**src/rtl/ddr_mode_reg.sv**
```systemverilog
module ddr_mode_reg #(
  parameter int BUSY_CYCLES = 2
) (
  input  logic        clk,
  input  logic        rst_n,
  input  logic        mrs_cmd,
  input  logic [1:0]  ba,
  input  logic [12:0] addr,
  input  logic        banks_idle,
  output logic [3:0]  burst_len,
  output logic        burst_interleave,
  output logic        lat_half,
  output logic        busy,
  output logic        dll_reset,
  output logic        cfg_err,
  output logic        seq_err
);
  localparam int CW = $clog2(BUSY_CYCLES + 1);

  logic [2:0]    bl_q;
  logic          bt_q;
  logic [2:0]    cl_q;
  logic [CW-1:0] wait_cnt;

  wire hit       = mrs_cmd && (ba == 2'b00);
  wire blocked   = busy || !banks_idle;
  wire bl_ok     = (addr[2:0] == 3'b001) || (addr[2:0] == 3'b010) || (addr[2:0] == 3'b011);
  wire cl_ok     = (addr[6:4] == 3'b010) || (addr[6:4] == 3'b110);
  wire mode_norm = (addr[12:7] == 6'b000000);
  wire mode_dll  = (addr[12:7] == 6'b000010);
  wire fields_ok = bl_ok && cl_ok && (mode_norm || mode_dll);
  wire wr_ok     = hit && !blocked && fields_ok;

  always_ff @(posedge clk) begin
    if (!rst_n) begin
      bl_q      <= 3'b001;
      bt_q      <= 1'b0;
      cl_q      <= 3'b010;
      wait_cnt  <= '0;
      dll_reset <= 1'b0;
      cfg_err   <= 1'b0;
      seq_err   <= 1'b0;
    end else begin
      dll_reset <= wr_ok && mode_dll;
      cfg_err   <= hit && !blocked && !fields_ok;
      seq_err   <= hit && blocked;
      if (wr_ok) begin
        bl_q     <= addr[2:0];
        bt_q     <= addr[3];
        cl_q     <= addr[6:4];
        wait_cnt <= CW'(BUSY_CYCLES);
      end else if (wait_cnt != '0) begin
        wait_cnt <= wait_cnt - CW'(1);
      end
    end
  end

  assign burst_len        = 4'd1 << bl_q;
  assign burst_interleave = bt_q;
  assign lat_half         = cl_q[2];
  assign busy             = (wait_cnt != '0);

  AST_RSV_KEEPS: assert property (@(posedge clk) disable iff (!rst_n)
    cfg_err |-> ($stable(burst_len) && $stable(burst_interleave) && $stable(lat_half)));
  AST_VIOL_KEEPS: assert property (@(posedge clk) disable iff (!rst_n)
    seq_err |-> ($stable(burst_len) && $stable(burst_interleave) && $stable(lat_half)));
  AST_DLL_PULSE: assert property (@(posedge clk) disable iff (!rst_n)
    dll_reset |=> !dll_reset);
  AST_BUSY_AFTER_WRITE: assert property (@(posedge clk) disable iff (!rst_n)
    wr_ok |=> busy);
  AST_NO_ACCEPT_BUSY: assert property (@(posedge clk) disable iff (!rst_n)
    (hit && busy) |=> (seq_err && !cfg_err && !dll_reset));
  AST_OTHER_BANK: assert property (@(posedge clk) disable iff (!rst_n)
    (mrs_cmd && ba != 2'b00 && !busy) |=> (!cfg_err && !seq_err && !dll_reset && !busy));
  AST_BL_LEGAL: assert property (@(posedge clk) disable iff (!rst_n)
    $onehot0(burst_len) && burst_len != 4'd1 && burst_len != 4'd0);
endmodule

```
**config.mk**
```make
export PLATFORM = sky130hd
export DESIGN_NAME = ddr_mode_reg
export DESIGN_NICKNAME = d
export VERILOG_FILES = /design/src/rtl/ddr_mode_reg.sv
export SDC_FILE = /design/constraint.sdc
export NUM_CORES = 1
export LEC_CHECK = 0
export BUFFER_PORTS_ARGS = -buffer_cell sky130_fd_sc_hd__buf_2
export CORE_MARGIN = 1
export CORE_UTILIZATION = 30
export DETAILED_ROUTE_END_ITERATION = 10
export GPL_TIMING_DRIVEN = 0
export MAX_ROUTING_LAYER = met4
export SLEW_MARGIN = 20
export SYNTH_ARGS = -nofsm -noshare
export SYNTH_HDL_FRONTEND = slang
export SYNTH_SLANG_ARGS = --single-unit
```
**constraint.sdc**
```tcl
create_clock -name clk -period 1.2 [get_ports clk]
set_input_delay 0.24 -clock clk [delete_from_list [all_inputs] [get_ports clk]]
set_output_delay 0.24 -clock clk [all_outputs]
set_load 0.05 [all_outputs]
```
Yosys cells after proc, flatten, opt, wreduce, memory -nomap -nowiden. Cells that the tools add are included.

Logic and storage cells: 40. Latch bits: 0. Register bits after elaboration: 12. RAM bits: 0. Bits in read-only memories: 0. Memories kept: 0.

Multipliers: 0. Div/mod/pow operators: 0. Multiplexer cells: 2. Bitwise logic cells: 1. Reductions and logical operators: 21. Equality and inequality tests: 6. Shift operators: 1. $lt $le $gt $ge: 0. Add/subtract/negate cells: 1.

Operators with widths (count): 3-bit by 2-bit equality test with 1-bit output (second input constant) (3); 1-bit logical AND (8); 6-bit by 2-bit equality test with 1-bit output (second input constant) (1); 6-bit logical NOT (1); 1-bit logical OR (5); 2-bit two-way mux (2); 2-bit nonzero test (2); 1-bit by 3-bit left shift with 4-bit output (first input constant) (1); 3-bit by 1-bit equality test with 1-bit output (second input constant) (1); 3-bit equality test (second input constant) (1); 1-bit logical NOT (3); 2-bit logical NOT (1); 2-bit OR reduction (1); 2-bit by 1-bit subtractor with 2-bit output (second input constant) (1); 1-bit NOT (1).

Depth between registers and ports, before layout. Gate-level depths: netlist of run 1.

Word-level depth: 7. Gate-level depth with buffers: 5. Depth with buffers taken out: 4.

Worst setup path before layout of run 1. Ideal clock, no wire load.

Path type: register -> output. Start point: register bl_q[0]. End point: output burst_len[3]. Stages on the path, launching flop included: 3. Slack: -578 ps. Buffers on the path: 0. Arrival: 1538 ps. Data required time: 960 ps. Path through: dfxtp_1 > inv_1 > nor3b_1.

Word-level cells in the longest chain between the ends: 1.

RTL lines: start, declared (RTL line 20) `logic [2:0] bl_q;`; start signal, assigned (RTL line 48) `bl_q <= addr[2:0];`; 1-bit by 3-bit left shift with 4-bit output (RTL line 58) `assign burst_len = 4'd1 << bl_q;`; end, declared (RTL line 10) `output logic [3:0] burst_len,`.

No other way between the ends.

Final worst setup path of run 1. Same ends and word-level chain as after synthesis.

==> metrics.md, run 1 <==
| Metric | Value |
|---|---|
| Status | complete, but fails checks |
| Failing checks | setup timing |
| Number of synthesis warnings | 0 |
| Sequential share of power | 48.7% |
| Clock power share | 43.2% |
| Cell Chain, Critical Path | inv_2 > nor3b_2 > buf_6 |
| Sequential share of the synthesized area | 47.1% |
| Main synth FF type | dfxtp_1 |
| Cell count after synthesis | 45 |
| WP buf/inv | 2 |
| Sw power | 0.000138 W |
| Synthesized area | 425 sq um |
| Fin nets | 98 |
| CTS Buf Count | 3 |
| ANT nets after route | 0 |
| Commonest non-fill, non-tap cell in the layout | buf_2 |
| Slew HR | 73.7% |
| Largest cells by area after synthesis | dfxtp_1 47%, mux2i_1 7.1%, nand2_1 7.1% |
| RSZ-0062 raised after global routing | yes |
| Worst Max-Slew Pin Slew | 0.395 ns |
| Max IR drop VDD | 0.000506 V |
| Skew final | 0.00563 ns |
| Rows | 13 |
| Initial DRC count | 0 |
| DRC | 0 |
| Worst setup EP type | output pin |
| DP Cell Count | ~90 |
| Tot Pwr | 0.000684 W |
| Fmax | 0.796 GHz |
| P_int | 0.000546 W |
| DP HPWL | 667 um |
| LEAKAGE | between 0.3 and 0.4 nW |
| Port Buffer Count | 28 |
| Routability cong. | slightly above 0.7 |
| Slowest cell on crit path | dfxtp_2 |
| Skew-Pair Late Insertion Delay | roughly 0.26 ns |
| Filler cells | 128 |
| Vias in the first global route | roughly 310 |
| Gr ovfl total | 0 |
| CTS Root Cell | clkbuf_4 |
| Initial cell density of the core | 32.3% |
| Hold Fails Final Rpt | 0 |
| Sw frac | between 20% and 30% |
| Overall routed net length | 891 um |
| Clock Pin Slew Worst Setup and Hold Paths | 0.06 ns |
| Vias per cell | 4.69 |
| Commonest non-fill, non-tap cells in the layout | 23 x buf_2, 8 x nand2_1, 6 x dfxtp_1, 4 x dfxtp_2, 4 x buf_6 |
| Fin cells | 93 |
| Tcrit/Tclk final | 105% |
| Worst r2r path cells | 4 |
| Max FO, Critical Path | 3 |
| DR pass1 iterations | 1 |
| Total core area | 1320 sq um |
| Hold path cells | 3 |
| WL/cell | about 9.6 um |
| CP Data Arrival Time | between 1 and 1.5 ns |
| Vias | 436 |
| Largest net degree at the start of global routing | 11 |
| Register area | 205 sq um |
| CTS tree | done |
| Bufs on Longest Clock Path | 2 |
| # setup viols final | 5 |
| Post-synth EDFFs | 0 |
| Post-synth top area share | between 40% and 50% |
| Top delay family on crit path | flip-flops |
| Initial antenna violation count | 0 |
| Kind of critical path | register to output pin |
| Number of synthesized register bits | 10 |
| Async set-reset flop share out of synthesis | 0% |
| HP Class | input port to register |
| Global-route wire length before repair | 1.19 mm |
| Fin. max-slew vios | 0 |
| Die H | 39.7 um |
| Die area | 1570 sq um |
| Total track usage | 12.2% |
| Comb pwr share | slightly above 8% |
| Synth area leader | dfxtp_1 |
| Area delta synth->final | 64.4% |
| Setup TNS | -0.205 ns |
| # diodes | 0 |
| CTS H-Tree Depth | 1 |
| Stages on worst setup path | 3 |
| CP required | 0.96 ns |
| Syn_area_per_cell | between 9 and 10 sq um |
| I/O pins | 29 |
| Multi-input logic area | 238 sq um |
| Total clock sinks | 10 |
| Synth unique cells | 20 |
| Power per Cell Area | 978 nW/um^2 |
| Max stage delay on crit path | around 0.36 ns |
| Startpoint Class | register |
| Period minus WS final | approximately 1.3 ns |
| Die width | 39.7 um |
| Final Worst Setup Slack | -0.0558 ns |
| Syn Nets | between 60 and 70 |
| Max-cap violation count | 0 |
| Layout cells sized above 1 | 61.5% |
## worst register-to-register path, stage by stage (launching register included)
cell and delay [ns]:
dfxtp_2 0.32, or2_4 0.27, nor2_4 0.10, and3_4 0.24, mux2i_1 0.19
## timing repair
item,in CTS,in global routing
setup endpoints to repair,9,9
hold buffers,0,0
hold endpoints to repair,0,0
setup buffers,1,1
pin swaps,2,4
resized for setup,14,2
## kinds of logic (layout without fill, tap and decap cells)
group / count (synthesis) / count (layout) / synth area share [%]
AOI/OAI and AO/OA: 3 / 3 / 5.88
buffers and inverters: 4 / 37 / 5.29
DFF: 10 / 10 / 47.1
muxes: 3 / 3 / 7.06
and+or+nand+nor: 25 / 25 / 34.7
## flip-flops by register name (all words and copies together) (netlist names)
| name | flops |
|---|---|
| cl_q | 1 |
| cfg_err | 1 |
| seq_err | 1 |
| bl_q | 3 |
| dll_reset | 1 |
| burst_interleave | 1 |
| wait_cnt | 2 |
## power groups by stage
stage	logic [W]	registers [W]	clock network [W]
finish	0.0000557	0.000333	0.000295
CTS	0.0000562	0.000333	0.000304
floorplan	0.0000165	0.000345	0
detailed placement	0.0000558	0.000341	0
global route	0.0000613	0.000333	0.000324
global placement	0.0000547	0.000341	0
## synthesized netlist by cell type, types with 2 or more instances
cell / number
and3_1: 2
dfxtp_1: 10
inv_1: 2
mux2i_1: 3
nand2_1: 8
nor2_1: 3
nor3_1: 2
nor3b_1: 3
## final timing paths
check                                 start               end  slack [ns]
worst max-delay path                bl_q[0]      burst_len[3]       -0.06
worst min-delay path                addr[6]           cl_q[2]        0.22
worst max register to register  wait_cnt[1]  burst_interleave           0
worst min register to register      cl_q[2]           cl_q[2]        0.46
## area by class of cell
cell class              count  area share [%]
multi-input cells          31            34.0
plain buffers               1           0.537
repair buffers             30            27.2
clock buffers               4            5.19
inverters                   2            1.07
well taps                  15            2.68
flip-flops and latches     10            29.3
## routing by layer
metal	vias up	wire length (um)	global-route usage, %	share of wire [%]
met4	0	11	10.3	1.2
li1	225	-	-	-
met3	2	77	3.41	8.6
met1	188	400	14.1	45
met5	-	0	-	0
met2	21	401	17.2	45
## per-stage QoR
stage	setup WS, ns	util, %	cell area (sq um)	hold WS, ns
after floorplan	-0.144	-	460	0.378
after global placement	-0.185	47.0	619	0.448
after detailed placement	-0.182	47.0	619	0.450
after CTS	-0.0833	52.1	687	0.220
after global routing	-0.122	53.1	699	0.216
final	-0.0558	53.1	699	0.225
(Power assumes the default switching activity.)
==> run 2, diff against run 1 <==
Settings changed: CORE_AREA from default to 2 2 39 41, CORE_MARGIN 1 to default, CORE_UTILIZATION 30 to default, DIE_AREA from default to 0 0 41 43, PLACE_DENSITY from default to 0.67.
==> run 2 against run 1 <==
  * Critical endpoint is now burst_len[1]
  * Total power grew 0.69%
  * Sequential power down 1%
  * Setup slack worse by 0.030 ns
  * Non-clock buffer count rose by 3
  * Combinational power up 9.9%
  * The flow still finishes with violations (setup timing)
  * Critical path depth is the same
  * Flip-flop and latch count unchanged
  * Final area rose by 5.9%
  * Wire length rose by 20%
  * Sequential share of layout area down 0.79 points
  * Clock power up 1%
==> metrics.md, run 2 (same netlist as run 1, synthesis figures left out) <==
| Metric | Value |
|---|---|
| Status | complete, but fails checks |
| Final Worst Setup Slack | -0.0857 ns (-0.0299 ns) |
| CTS Buf Count | 3 (unchanged) |
| Reg2Reg Launch Point | wait_cnt[0] |
| Power per Cell Area | 929 nW/um^2 (-4.9%) |
| Commonest non-fill, non-tap cells in the layout | 23 x buf_2, 8 x nand2_1, 5 x dfxtp_1, 5 x buf_6, 5 x buf_4 |
| LEAKAGE | 0.358 nW (+4.8%) |
| Hold Fails Final Rpt | 0 (unchanged) |
| Initial DRC count | 6 (+6) |
| Vias per cell | 4.79 (+2.3%) |
| Clock Pin Slew Worst Setup and Hold Paths | 0.06 ns (about the same) |
| Top flop regs | bl_q x3, wait_cnt x2 |
| Max-cap violation count | 0 (unchanged) |
| CTS Root Cell | clkbuf_4 |
| # diodes | 0 (unchanged) |
| CP required | 0.96 ns (about the same) |
| Initial antenna violation count | 0 (unchanged) |
| Global-route wire length before repair | 1.67 mm (+41%) |
| Routability cong. | 0.631 (-11%) |
| Max stage delay on crit path | 0.37 ns (about the same) |
| Failing checks | setup timing |
| Worst Setup SP | bl_q[0] |
| Die H | 43 um (+8.4%) |
| Port Buffer Count | 28 (unchanged) |
| Hold buffers post-CTS | 0 (unchanged) |
| Multi-input logic area | 250 sq um (+5.3%) |
| Skew-Pair Late Insertion Delay | 0.26 ns (about the same) |
| Tcrit/Tclk final | 107% (+2.5 points) |
| Total core area | 1380 sq um (+5.0%) |
| CTS H-Tree Depth | 1 (unchanged) |
| Slew HR | 72.5% (-1.2 points) |
| Slowest cell on crit path | dfxtp_4 |
| Vias | 465 (+6.7%) |
| Total clock sinks | 10 (unchanged) |
| Pre-CTS WS | -0.198 ns (-0.0154 ns) |
| Placed Area | 621 sq um (+0.20%) |
| Layout cells sized above 1 | 64.2% (+2.7 points) |
| Initial cell density of the core | 30.7% (-1.5 points) |
| DR pass1 iterations | 2 (+1) |
| Max FO, Critical Path | 3 (unchanged) |
| Cell Chain, Critical Path | inv_4 > nor3_4 > buf_6 |
| Skew final | 0.000580 ns (-0.00505 ns) |
| Vias in the first global route | 445 (+43%) |
| DRC | 0 (unchanged) |
| Overall routed net length | 1.07 mm (+20%) |
| Total track usage | 14.8% (+2.5 points) |
| Max FFs per register | 3 (unchanged) |
| Fmax | 0.778 GHz (-2.3%) |
| Tot Pwr | 0.000688 W (+0.69%) |
| Final instance area | 741 sq um (+5.9%) |
| Kind of critical path | register to output pin |
| Largest net degree at the start of global routing | 11 (unchanged) |
| # setup viols final | 5 (unchanged) |
| Area delta synth->final | 74.1% |
| Fin cells | 97 (+4.3%) |
| I/O pins | 29 (unchanged) |
| Commonest non-fill, non-tap cell in the layout | buf_2 |
| Max IR drop VDD | 0.000486 V (-3.9%) |
| Worst setup EP type | output pin |
| Die width | 41 um (+3.4%) |
| Die area | 1760 sq um (+12%) |
| Fin nets | 101 (+3.1%) |
| RSZ-0062 raised after global routing | yes |
| Most flops, register | bl_q |
| Register area | 211 sq um (+3.0%) |
| DP HPWL | 726 um (+8.8%) |
| DP Cell Count | 89 (+1.1%) |
| Fin util | 53.5% (+0.44 points) |
| Hold Startpoint | addr[6] |
| Filler cells | 139 (+8.6%) |
| ANT nets after route | 0 (unchanged) |
| Rows | 14 (+1) |
| CP Data Arrival Time | 1.05 ns (+0.03 ns) |
| Gr ovfl total | 0 (unchanged) |
| CTS tree | done |
| Fin. max-slew vios | 0 (unchanged) |
| Period minus WS final | 1.29 ns (+0.0299 ns) |
| Bufs on Longest Clock Path | 2 (unchanged) |
| WL/cell | 11.0 um (+15%) |
| Startpoint Class | register |
| HP Class | input port to register |
| Worst Max-Slew Pin Slew | 0.412 ns (+0.0172 ns) |
[run 2: changes by cell type in the layout (fill, tap and decap cells not counted), sizes merged]
cell and delta:
buf +3
[run 2: final cells by class]
cell class,count,area share [%]
buffer,1,0.507
clock buffer,4,4.90
inverter,2,1.35
multi-input combinational,31,33.8
sequential,10,28.5
tap,16,2.70
timing repair buffer,33,28.2
[run 2: path summary, 6_finish.rpt]
check,end,slack [ns],cells past startpoint
setup reg to reg,bl_q[1],0.02,4
hold reg to reg,burst_interleave,0.46,2
setup / recovery,burst_len[1],-0.09,3
hold / removal,cl_q[2],0.21,3
[run 2: critical path, delay by kind of cell, from the launching register on]
kind	cells	cell delay (ns)
buffers and inverters	2	0.23
and+or+nand+nor	1	0.18
DFF	1	0.37
[run 2: routing by layer]
metal | vias up | global-route usage, % | part of all wire [%] | routed length (um)
met5 | - | - | 0 | 0
met4 | 0 | 10.0 | 3.0 | 32
met3 | 4 | 3.14 | 9.3 | 99
met2 | 21 | 25.0 | 53 | 568
met1 | 209 | 13.7 | 34 | 365
li1 | 231 | - | - | -
[run 2: report_power, final]
part	leakage, nW	switching (W)	total, W	internal, W
sequential	0.0829	0.000000273	0.000329	0.000328
combinational	0.254	0.0000282	0.0000612	0.0000330
clock	0.0210	0.000114	0.000299	0.000184
[run 2: what timing repair did]
item | in CTS | in global routing
endpoints found under the setup margin | 10 | 10
pin swaps | 3 | 3
setup buffers | 3 | 2
gates resized for setup | 16 | 5
[run 2: through the flow]
step / hold WS, ns / TNS (ns)
after floorplan: 0.378 / -0.617
after global placement: 0.441 / -0.970
after detailed placement: 0.454 / -1.14
after CTS: 0.207 / -0.356
after global routing: 0.195 / -0.667
final: 0.215 / -0.336
